`config.mk`:
```
export PLATFORM = sky130hd
export DESIGN_NAME = rtc_top
export DESIGN_NICKNAME = d
export VERILOG_FILES = /design/src/rtl/rtc_pkg.sv /design/src/rtl/rtc_tick_sync.sv /design/src/rtl/rtc_runctl.sv /design/src/rtl/rtc_timekeep.sv /design/src/rtl/rtc_match.sv /design/src/rtl/rtc_top.sv
export SDC_FILE = /design/constraint.sdc
export NUM_CORES = 1
export LEC_CHECK = 0
export BUFFER_PORTS_ARGS = -buffer_cell sky130_fd_sc_hd__buf_2
export CAP_MARGIN = 5
export CORE_ASPECT_RATIO = 1.75
export CORE_MARGIN = 3
export CORE_UTILIZATION = 45
export CTS_CLUSTER_SIZE = 25
export DETAILED_ROUTE_END_ITERATION = 10
export GPL_ROUTABILITY_DRIVEN = 0
export HOLD_SLACK_MARGIN = 0.08
export PLACE_DENSITY_LB_ADDON = 0.05
export SETUP_SLACK_MARGIN = 0.02
export SYNTH_ARGS = -nofsm -noshare
export SYNTH_HDL_FRONTEND = slang
export SYNTH_HIERARCHICAL = 1
export SYNTH_SLANG_ARGS = --single-unit
```
`constraint.sdc`:
```
create_clock -name clk -period 2.21 [get_ports clk]
set_input_delay 0.1105 -clock clk [delete_from_list [all_inputs] [get_ports clk]]
set_output_delay 0.1105 -clock clk [all_outputs]
set_load 0.01 [all_outputs]
```
`src/rtl/rtc_pkg.sv`:
```
package rtc_pkg;
  localparam int ADDR_W = 4;
  localparam int DATA_W = 8;

  localparam logic [ADDR_W-1:0] ADR_SEC   = 4'd0;
  localparam logic [ADDR_W-1:0] ADR_MIN   = 4'd1;
  localparam logic [ADDR_W-1:0] ADR_HOUR  = 4'd2;
  localparam logic [ADDR_W-1:0] ADR_DOW   = 4'd3;
  localparam logic [ADDR_W-1:0] ADR_CTRL  = 4'd4;
  localparam logic [ADDR_W-1:0] ADR_CMPEN = 4'd5;
  localparam logic [ADDR_W-1:0] ADR_CSEC  = 4'd6;
  localparam logic [ADDR_W-1:0] ADR_CMIN  = 4'd7;
  localparam logic [ADDR_W-1:0] ADR_CHR   = 4'd8;

  // two-digit BCD increment without range wrap
  function automatic logic [7:0] bcd_inc(input logic [7:0] v);
    if (v[3:0] == 4'd9) return {v[7:4] + 4'd1, 4'd0};
    else                return {v[7:4], v[3:0] + 4'd1};
  endfunction
endpackage

```
`src/rtl/rtc_tick_sync.sv`:
```
module rtc_tick_sync #(
  parameter int STAGES = 2
) (
  input  logic clk,
  input  logic rst_n,
  input  logic din,
  output logic tick
);
  logic [STAGES:0] sh_q;
  logic [STAGES:0] sh_d;

  always_comb begin
    sh_d = {sh_q[STAGES-1:0], din};
  end

  always_ff @(posedge clk or negedge rst_n) begin
    if (!rst_n) sh_q <= '0;
    else        sh_q <= sh_d;
  end

  assign tick = sh_q[STAGES-1] & ~sh_q[STAGES];
endmodule

```
`src/rtl/rtc_runctl.sv`:
```
module rtc_runctl (
  input  logic clk,
  input  logic rst_n,
  input  logic tick,
  input  logic start_req,
  output logic status
);
  logic [1:0] pipe_q, pipe_d;
  logic       stat_q, stat_d;

  // rising path looks at stage 0, falling path at stage 1: 2 ticks up, 3 down
  always_comb begin
    pipe_d = pipe_q;
    stat_d = stat_q;
    if (tick) begin
      pipe_d = {pipe_q[0], start_req};
      stat_d = stat_q ? pipe_q[1] : pipe_q[0];
    end
  end

  always_ff @(posedge clk or negedge rst_n) begin
    if (!rst_n) begin
      pipe_q <= '0;
      stat_q <= 1'b0;
    end else begin
      pipe_q <= pipe_d;
      stat_q <= stat_d;
    end
  end

  assign status = stat_q;

  AST_STATUS_RISE_NEEDS_REQ: assert property (@(posedge clk) disable iff (!rst_n)
    $rose(stat_q) |-> start_req);
  AST_STATUS_FALL_NEEDS_CLR: assert property (@(posedge clk) disable iff (!rst_n)
    $fell(stat_q) |-> !start_req);
  AST_STATUS_MOVES_ON_TICK: assert property (@(posedge clk) disable iff (!rst_n)
    !tick |=> $stable(stat_q));
endmodule

```
`src/rtl/rtc_timekeep.sv`:
```
module rtc_timekeep
  import rtc_pkg::*;
#(
  parameter int SEL_W = 2
) (
  input  logic             clk,
  input  logic             rst_n,
  input  logic             tick,
  input  logic             running,
  input  logic [SEL_W-1:0] src_sel,
  input  logic             mode12,
  input  logic             ld_sec,
  input  logic             ld_min,
  input  logic             ld_hour,
  input  logic             ld_dow,
  input  logic             ld_pm,
  input  logic [7:0]       wdata,
  input  logic             pm_wr,
  output logic [6:0]       sec,
  output logic [6:0]       min,
  output logic [5:0]       hour,
  output logic [2:0]       dow,
  output logic             pm,
  output logic             busy,
  output logic             upd
);
  localparam int PRESC_W = 1 << SEL_W;

  logic [PRESC_W-1:0] presc_q, presc_d, limit;
  logic [6:0] sec_q, sec_d, min_q, min_d;
  logic [5:0] hour_q, hour_d;
  logic [2:0] dow_q, dow_d;
  logic       pm_q, pm_d;
  logic       day_roll;

  always_comb begin
    limit = PRESC_W'((32'd2 << src_sel) - 32'd1);
  end

  always_comb begin
    presc_d  = presc_q;
    sec_d    = sec_q;
    min_d    = min_q;
    hour_d   = hour_q;
    dow_d    = dow_q;
    pm_d     = pm_q;
    upd      = 1'b0;
    day_roll = 1'b0;
    if (!running) begin
      presc_d = '0;
    end else if (tick) begin
      if (presc_q == limit) begin
        presc_d = '0;
        upd     = 1'b1;
        if (sec_q == 7'h59) begin
          sec_d = '0;
          if (min_q == 7'h59) begin
            min_d = '0;
            if (mode12) begin
              if (hour_q == 6'h12) begin
                hour_d = 6'h01;
              end else if (hour_q == 6'h11) begin
                hour_d   = 6'h12;
                pm_d     = ~pm_q;
                day_roll = pm_q;
              end else begin
                hour_d = 6'(bcd_inc({2'b00, hour_q}));
              end
            end else begin
              if (hour_q == 6'h23) begin
                hour_d   = '0;
                day_roll = 1'b1;
              end else begin
                hour_d = 6'(bcd_inc({2'b00, hour_q}));
              end
            end
          end else begin
            min_d = 7'(bcd_inc({1'b0, min_q}));
          end
        end else begin
          sec_d = 7'(bcd_inc({1'b0, sec_q}));
        end
      end else begin
        presc_d = presc_q + 1'b1;
      end
    end
    if (day_roll) dow_d = (dow_q == 3'd6) ? 3'd0 : dow_q + 3'd1;
    if (ld_sec)  sec_d  = wdata[6:0];
    if (ld_min)  min_d  = wdata[6:0];
    if (ld_hour) hour_d = wdata[5:0];
    if (ld_dow)  dow_d  = wdata[2:0];
    if (ld_pm)   pm_d   = pm_wr;
  end

  always_ff @(posedge clk or negedge rst_n) begin
    if (!rst_n) begin
      presc_q <= '0;
      sec_q   <= '0;
      min_q   <= '0;
      hour_q  <= '0;
      dow_q   <= '0;
      pm_q    <= 1'b0;
    end else begin
      presc_q <= presc_d;
      sec_q   <= sec_d;
      min_q   <= min_d;
      hour_q  <= hour_d;
      dow_q   <= dow_d;
      pm_q    <= pm_d;
    end
  end

  assign busy = running && (presc_q == limit);
  assign sec  = sec_q;
  assign min  = min_q;
  assign hour = hour_q;
  assign dow  = dow_q;
  assign pm   = pm_q;

  AST_LOAD_ONLY_WHEN_STOPPED: assert property (@(posedge clk) disable iff (!rst_n)
    (ld_sec || ld_min || ld_hour || ld_dow || ld_pm) |-> !running);
  AST_FROZEN_WHEN_IDLE: assert property (@(posedge clk) disable iff (!rst_n)
    (!running && !ld_sec) |=> $stable(sec_q));
  AST_BUSY_ONLY_RUNNING: assert property (@(posedge clk) disable iff (!rst_n)
    busy |-> running);
  AST_UPDATE_MOVES_SECONDS: assert property (@(posedge clk) disable iff (!rst_n)
    upd |=> (sec_q != $past(sec_q)));
endmodule

```
`src/rtl/rtc_match.sv`:
```
module rtc_match (
  input  logic       clk,
  input  logic       rst_n,
  input  logic       upd,
  input  logic [2:0] en,
  input  logic [6:0] sec,
  input  logic [6:0] min,
  input  logic [5:0] hour,
  input  logic [6:0] csec,
  input  logic [6:0] cmin,
  input  logic [5:0] chr,
  output logic       irq
);
  logic upd_q;
  logic irq_q, irq_d;
  logic [2:0] hit;

  always_comb begin
    hit[0] = !en[0] || (sec  == csec);
    hit[1] = !en[1] || (min  == cmin);
    hit[2] = !en[2] || (hour == chr);
    irq_d  = upd_q && (|en) && (&hit);
  end

  always_ff @(posedge clk or negedge rst_n) begin
    if (!rst_n) begin
      upd_q <= 1'b0;
      irq_q <= 1'b0;
    end else begin
      upd_q <= upd;
      irq_q <= irq_d;
    end
  end

  assign irq = irq_q;

  AST_IRQ_ONE_CYCLE: assert property (@(posedge clk) disable iff (!rst_n)
    irq |=> !irq);
  AST_IRQ_FOLLOWS_UPDATE: assert property (@(posedge clk) disable iff (!rst_n)
    irq |-> $past(upd, 2));
endmodule

```
`src/rtl/rtc_top.sv`:
```
module rtc_top
  import rtc_pkg::*;
#(
  parameter int SEL_W       = 2,
  parameter int SYNC_STAGES = 2
) (
  input  logic              clk,
  input  logic              rst_n,
  input  logic              cnt_src,
  input  logic              we,
  input  logic [ADDR_W-1:0] addr,
  input  logic [DATA_W-1:0] wdata,
  output logic [DATA_W-1:0] rdata,
  output logic              irq
);
  logic [1:0] rsync_q;
  logic       rst_core_n;

  always_ff @(posedge clk or negedge rst_n) begin
    if (!rst_n) rsync_q <= '0;
    else        rsync_q <= {rsync_q[0], 1'b1};
  end
  assign rst_core_n = rsync_q[1];

  logic tick, status, busy, upd, pm;
  logic [6:0] sec, min;
  logic [5:0] hour;
  logic [2:0] dow;

  logic             start_q, start_d, mode12_q, mode12_d;
  logic [SEL_W-1:0] sel_q, sel_d;
  logic [2:0]       cmpen_q, cmpen_d;
  logic [6:0]       csec_q, csec_d, cmin_q, cmin_d;
  logic [5:0]       chr_q, chr_d;
  logic             stopped, wr_time_ok, wr_cmp_ok;
  logic             ld_sec, ld_min, ld_hour, ld_dow, ld_pm;

  rtc_tick_sync #(.STAGES(SYNC_STAGES)) u_tick (
    .clk(clk), .rst_n(rst_core_n), .din(cnt_src), .tick(tick)
  );

  rtc_runctl u_run (
    .clk(clk), .rst_n(rst_core_n), .tick(tick), .start_req(start_q), .status(status)
  );

  rtc_timekeep #(.SEL_W(SEL_W)) u_time (
    .clk(clk), .rst_n(rst_core_n), .tick(tick), .running(status),
    .src_sel(sel_q), .mode12(mode12_q),
    .ld_sec(ld_sec), .ld_min(ld_min), .ld_hour(ld_hour), .ld_dow(ld_dow), .ld_pm(ld_pm),
    .wdata(wdata), .pm_wr(wdata[3]),
    .sec(sec), .min(min), .hour(hour), .dow(dow), .pm(pm), .busy(busy), .upd(upd)
  );

  rtc_match u_match (
    .clk(clk), .rst_n(rst_core_n), .upd(upd), .en(cmpen_q),
    .sec(sec), .min(min), .hour(hour),
    .csec(csec_q), .cmin(cmin_q), .chr(chr_q), .irq(irq)
  );

  always_comb begin
    stopped    = !start_q && !status;
    wr_time_ok = we && stopped;
    wr_cmp_ok  = we && !busy;
    ld_sec     = wr_time_ok && (addr == ADR_SEC);
    ld_min     = wr_time_ok && (addr == ADR_MIN);
    ld_hour    = wr_time_ok && (addr == ADR_HOUR);
    ld_dow     = wr_time_ok && (addr == ADR_DOW);
    ld_pm      = wr_time_ok && (addr == ADR_CTRL);
  end

  always_comb begin
    start_d  = start_q;
    mode12_d = mode12_q;
    sel_d    = sel_q;
    cmpen_d  = cmpen_q;
    csec_d   = csec_q;
    cmin_d   = cmin_q;
    chr_d    = chr_q;
    if (we && (addr == ADR_CTRL)) start_d = wdata[0];
    if (wr_time_ok && (addr == ADR_CTRL)) begin
      mode12_d = wdata[2];
      sel_d    = wdata[4 +: SEL_W];
    end
    if (wr_time_ok && (addr == ADR_CMPEN)) cmpen_d = wdata[2:0];
    if (wr_cmp_ok && (addr == ADR_CSEC)) csec_d = wdata[6:0];
    if (wr_cmp_ok && (addr == ADR_CMIN)) cmin_d = wdata[6:0];
    if (wr_cmp_ok && (addr == ADR_CHR))  chr_d  = wdata[5:0];
  end

  always_ff @(posedge clk or negedge rst_core_n) begin
    if (!rst_core_n) begin
      start_q  <= 1'b0;
      mode12_q <= 1'b0;
      sel_q    <= '0;
      cmpen_q  <= '0;
      csec_q   <= '0;
      cmin_q   <= '0;
      chr_q    <= '0;
    end else begin
      start_q  <= start_d;
      mode12_q <= mode12_d;
      sel_q    <= sel_d;
      cmpen_q  <= cmpen_d;
      csec_q   <= csec_d;
      cmin_q   <= cmin_d;
      chr_q    <= chr_d;
    end
  end

  always_comb begin
    unique case (addr)
      ADR_SEC:   rdata = {busy, sec};
      ADR_MIN:   rdata = {1'b0, min};
      ADR_HOUR:  rdata = {2'b00, hour};
      ADR_DOW:   rdata = {5'd0, dow};
      ADR_CTRL:  rdata = DATA_W'({sel_q, pm, mode12_q, status, start_q});
      ADR_CMPEN: rdata = {5'd0, cmpen_q};
      ADR_CSEC:  rdata = {1'b0, csec_q};
      ADR_CMIN:  rdata = {1'b0, cmin_q};
      ADR_CHR:   rdata = {2'b00, chr_q};
      default:   rdata = '0;
    endcase
  end

  AST_CMP_HELD_WHILE_BUSY: assert property (@(posedge clk) disable iff (!rst_core_n)
    !$stable(csec_q) |-> $past(!busy));
  AST_MODE_HELD_UNLESS_STOPPED: assert property (@(posedge clk) disable iff (!rst_core_n)
    !$stable(mode12_q) |-> $past(!status));
endmodule

```
==> results.json <==
{
  "core-area_um2": 9210,
  "cts_made_buffers": 9,
  "port_buffers": 23,
  "outcome": "complete, but fails checks",
  "seqPwrFrac_pct": 32.6,
  "irDropWorstVdd_uv": 565,
  "ys_async_sr_fraction_pct": 100,
  "critPathMaxFanout": 7,
  "grt_pass1_wl_um": 19900,
  "setup-violations-final": 3,
  "finClkSkew_ns": 0.00707,
  "critPathLaunchType": "flip-flop",
  "worst_slack_ns": -0.00723,
  "power_density_nw_per_um2": 1110,
  "cts.path.max_buffers": 2,
  "wl_met3_um": 512,
  "wl_met1_um": 5170,
  "crit_type": "reg2reg",
  "violations": "negative setup slack",
  "synth_top_area_cell": "dfrtp_1",
  "antenna_found_initial": 0,
  "floorplan.initialDensity_pct": 46.7,
  "register_area_um2": 1630,
  "wl_met2_um": 6550,
  "drv_slew": 0,
  "drt_wl_total_um": 12700,
  "first_pass_iters": 5,
  "reg2reg_setup_slack_ns": -0.007,
  "clock_sinks": 65,
  "fillers": 833,
  "die_h_um": 135,
  "area_growth_pct": 24.1,
  "crit_arrival_ns": 2.44,
  "drt_iter0_markers": 174,
  "viasPerCell": 5.83,
  "maxCapViolations": 0,
  "worst_setup_path_end_kind": "flip-flop",
  "dpl.cell_count": 609,
  "timing.slew.headroom_pct": 59.1,
  "num_vias": 3670,
  "comb_power_share_pct": 45.2,
  "drc": 0,
  "postRouteAntennaNets": 0,
  "multiInputGateArea_um2": 2610,
  "syn_avg_cell_area_um2": 10.1,
  "utilization_pct": 58.0,
  "leakagePower_uw": 0.00241,
  "ys_seq_area_share_pct": 37.8,
  "hold_path_class": "in2async",
  "cts_htree_levels": 3,
  "dp_hpwl_um": 9420,
  "io_pins": 25,
  "syn_inst": 428,
  "fmax_mhz": 451,
  "synth_edf_count": 0,
  "wl_per_cell_um": 20.3,
  "synth_nets": 455,
  "synthTopCellsByArea": "dfrtp_1, mux2_2, xnor2_1",
  "p_int_uw": 3720,
  "dieWidth_um": 79.9,
  "ys.flop_type": "dfrtp_1",
  "path_clk_slew_ns": 0.05,
  "fp-row-count": 46,
  "final_hold_viol_count": 0,
  "place_ws_ns": -0.00664,
  "switchingPower_uw": 2210,
  "min_period_ns": 2.22,
  "power.total_uw": 5930,
  "synth_cell_types": 75,
  "reg2reg_depth": 7,
  "gr-total-overflow": 0,
  "worstMarginPinSlew_ns": 0.611,
  "cp_data_required_time_ns": 2.43,
  "rsz0062_at_grt": "true",
  "cts_tree": "yes",
  "die-area_um2": 10800,
  "grt_max_degree": 64,
  "fin_nets": 531,
  "fin_crit_sh_pct": 100,
  "grt_pass1_vias": 3709,
  "synthesis.area_um2": 4300,
  "ys_ff_latch": 65,
  "maxUsedRoutingLayer": "met4",
  "final_cells": 629,
  "antenna_cells": 0,
  "synth_top_area_share_pct": 37.8,
  "p_sw_share_pct": 37.3,
  "grt_usage_pct": 24.8,
  "clkPwrFrac_pct": 22.2,
  "drive_gt1_share_pct": 30.1,
  "yosys_warnings": 6,
  "clk_latency_ns": 0.34,
  "cts_root_buffer": "clkbuf_16"
}
## logic make-up (layout without fill, tap and decap cells)
group | Yosys count | after routing | share of synthesized area, %
AOI/OAI and AO/OA | 99 | 99 | 16.9
xor gates and xnor gates | 25 | 25 | 5.09
adders and majority gates | 11 | 11 | 3.20
buffers and inverters | 37 | 118 | 3.78
DFF | 65 | 65 | 37.8
muxes | 50 | 50 | 12.9
other | 1 | 1 | 0.0872
and+or+nand+nor | 140 | 140 | 20.3
## critical path, stage by stage, from the launching register on
cell	delay [ns]
dfrtp_1	0.40
or2_1	0.24
a2111o_1	0.41
nand2_2	0.08
and3_4	0.19
and4bb_2	0.27
nand3_4	0.17
mux2_2	0.35
## per-layer routing
metal	vias up	global-route usage [%]
li1	1749	-
met1	1789	29.8
met2	100	41.7
met3	32	4.13
met4	0	13.4
met5	-	0
## area by class of cell
cell class                      count  share of cell area, %
Clock buffer                       13                   4.69
Tap cell                          120                   2.81
Timing Repair Buffer               84                   11.6
Inverter                           18                   1.27
Sequential cell                    65                   30.5
Multi-Input combinational cell    326                   48.8
Clock inverter                      3                  0.328
## state kept, by name (all words and copies together) (netlist names), 2 cells and up
name and count:
chr_q 6, u_time/sec 7, u_time/min 7, csec_q 7
u_time/hour 6, u_run/pipe_q 2, u_time/presc_q 4, cmin_q 7
sel_q 2, cmpen_q 3, u_tick/sh_q 3, u_time/dow 3
rsync_q 2
## cells in the final DEF, fill, tap and decap left out, types with 7 or more instances in the layout
cell / synthesis / final
o21ai_0: 23 / 19
inv_1: 18 / 18
nor3b_1: 7 / 7
xor2_1: 9 / 9
nor2b_1: 8 / 8
nand4_1: 7 / 7
buf_2: 7 / 22
nand2_1: 25 / 24
clkbuf_16: 0 / 9
nand3_1: 9 / 9
mux2_2: 37 / 21
xnor2_1: 16 / 16
buf_4: 4 / 54
dfrtp_1: 65 / 64
a21oi_1: 14 / 14
nand3b_1: 12 / 12
ha_1: 11 / 11
mux2_4: 1 / 17
nor2_1: 19 / 19
mux2i_1: 11 / 10
a31oi_1: 7 / 7
## timing repair
action | in CTS | in global routing
cloned | 0 | 0
pin swaps | 1 | 2
hold buffers | 3 | 0
setup endpoints to repair | 9 | 28
setup buffers | 0 | 1
gates resized for setup | 5 | 27
hold endpoints to repair | 4 | 0
## synth_stat cells, types with 3 or more instances
cell type,number
and2_1,5
inv_1,18
mux2_2,37
a21oi_1,14
o31ai_1,3
o221ai_1,3
xnor2_1,16
mux2i_1,11
clkbuf_1,8
and3_1,8
a22oi_1,4
nand2_1,25
buf_4,4
ha_1,11
o21a_1,3
and3b_1,6
a31oi_1,7
and4_1,4
nor3b_1,7
dfrtp_1,65
nand4_1,7
a32oi_1,6
nand3_1,9
o211ai_1,3
xor2_1,9
buf_2,7
o21ai_0,23
a41oi_1,3
nor2_1,19
nand3b_1,12
or3_1,4
nand2b_1,4
nor2b_1,8
or4_1,3
## metrics by stage
stage / setup TNS (ns) / area, um^2 / hold WS [ns]
floorplan: -0.0356 / 4310 / -0.185
global placement: 0 / 4930 / -0.105
detailed placement: -0.0104 / 4930 / -0.104
CTS: 0 / 5240 / 0.0889
global route: -0.667 / 5340 / 0.103
finish: -0.0137 / 5340 / 0.0952
## power groups by stage
| stage | sequential, uW | combinational, uW | clock [uW] |
|---|---|---|---|
| 2_1_floorplan | 2010 | 1420 | 0 |
| 3_3_place_gp | 1930 | 2520 | 0 |
| 3_5_place_dp | 1950 | 2560 | 0 |
| 4_1_cts | 1930 | 2590 | 1340 |
| 5_1_grt | 1990 | 2940 | 1380 |
| 6_report | 1940 | 2680 | 1320 |
## path summary, 6_finish.rpt
check                                  to              start
max                             cmin_q[2]  u_time/presc_q[1]
min                            rsync_q[1]              rst_n
max reg2reg                     cmin_q[2]  u_time/presc_q[1]
min reg2reg                 u_time/dow[2]         rsync_q[1]
max in group asynchronous  u_time/hour[5]         rsync_q[1]
min in group clk                  start_q                 we
No activity file was read; power rests on OpenSTA's default activity.
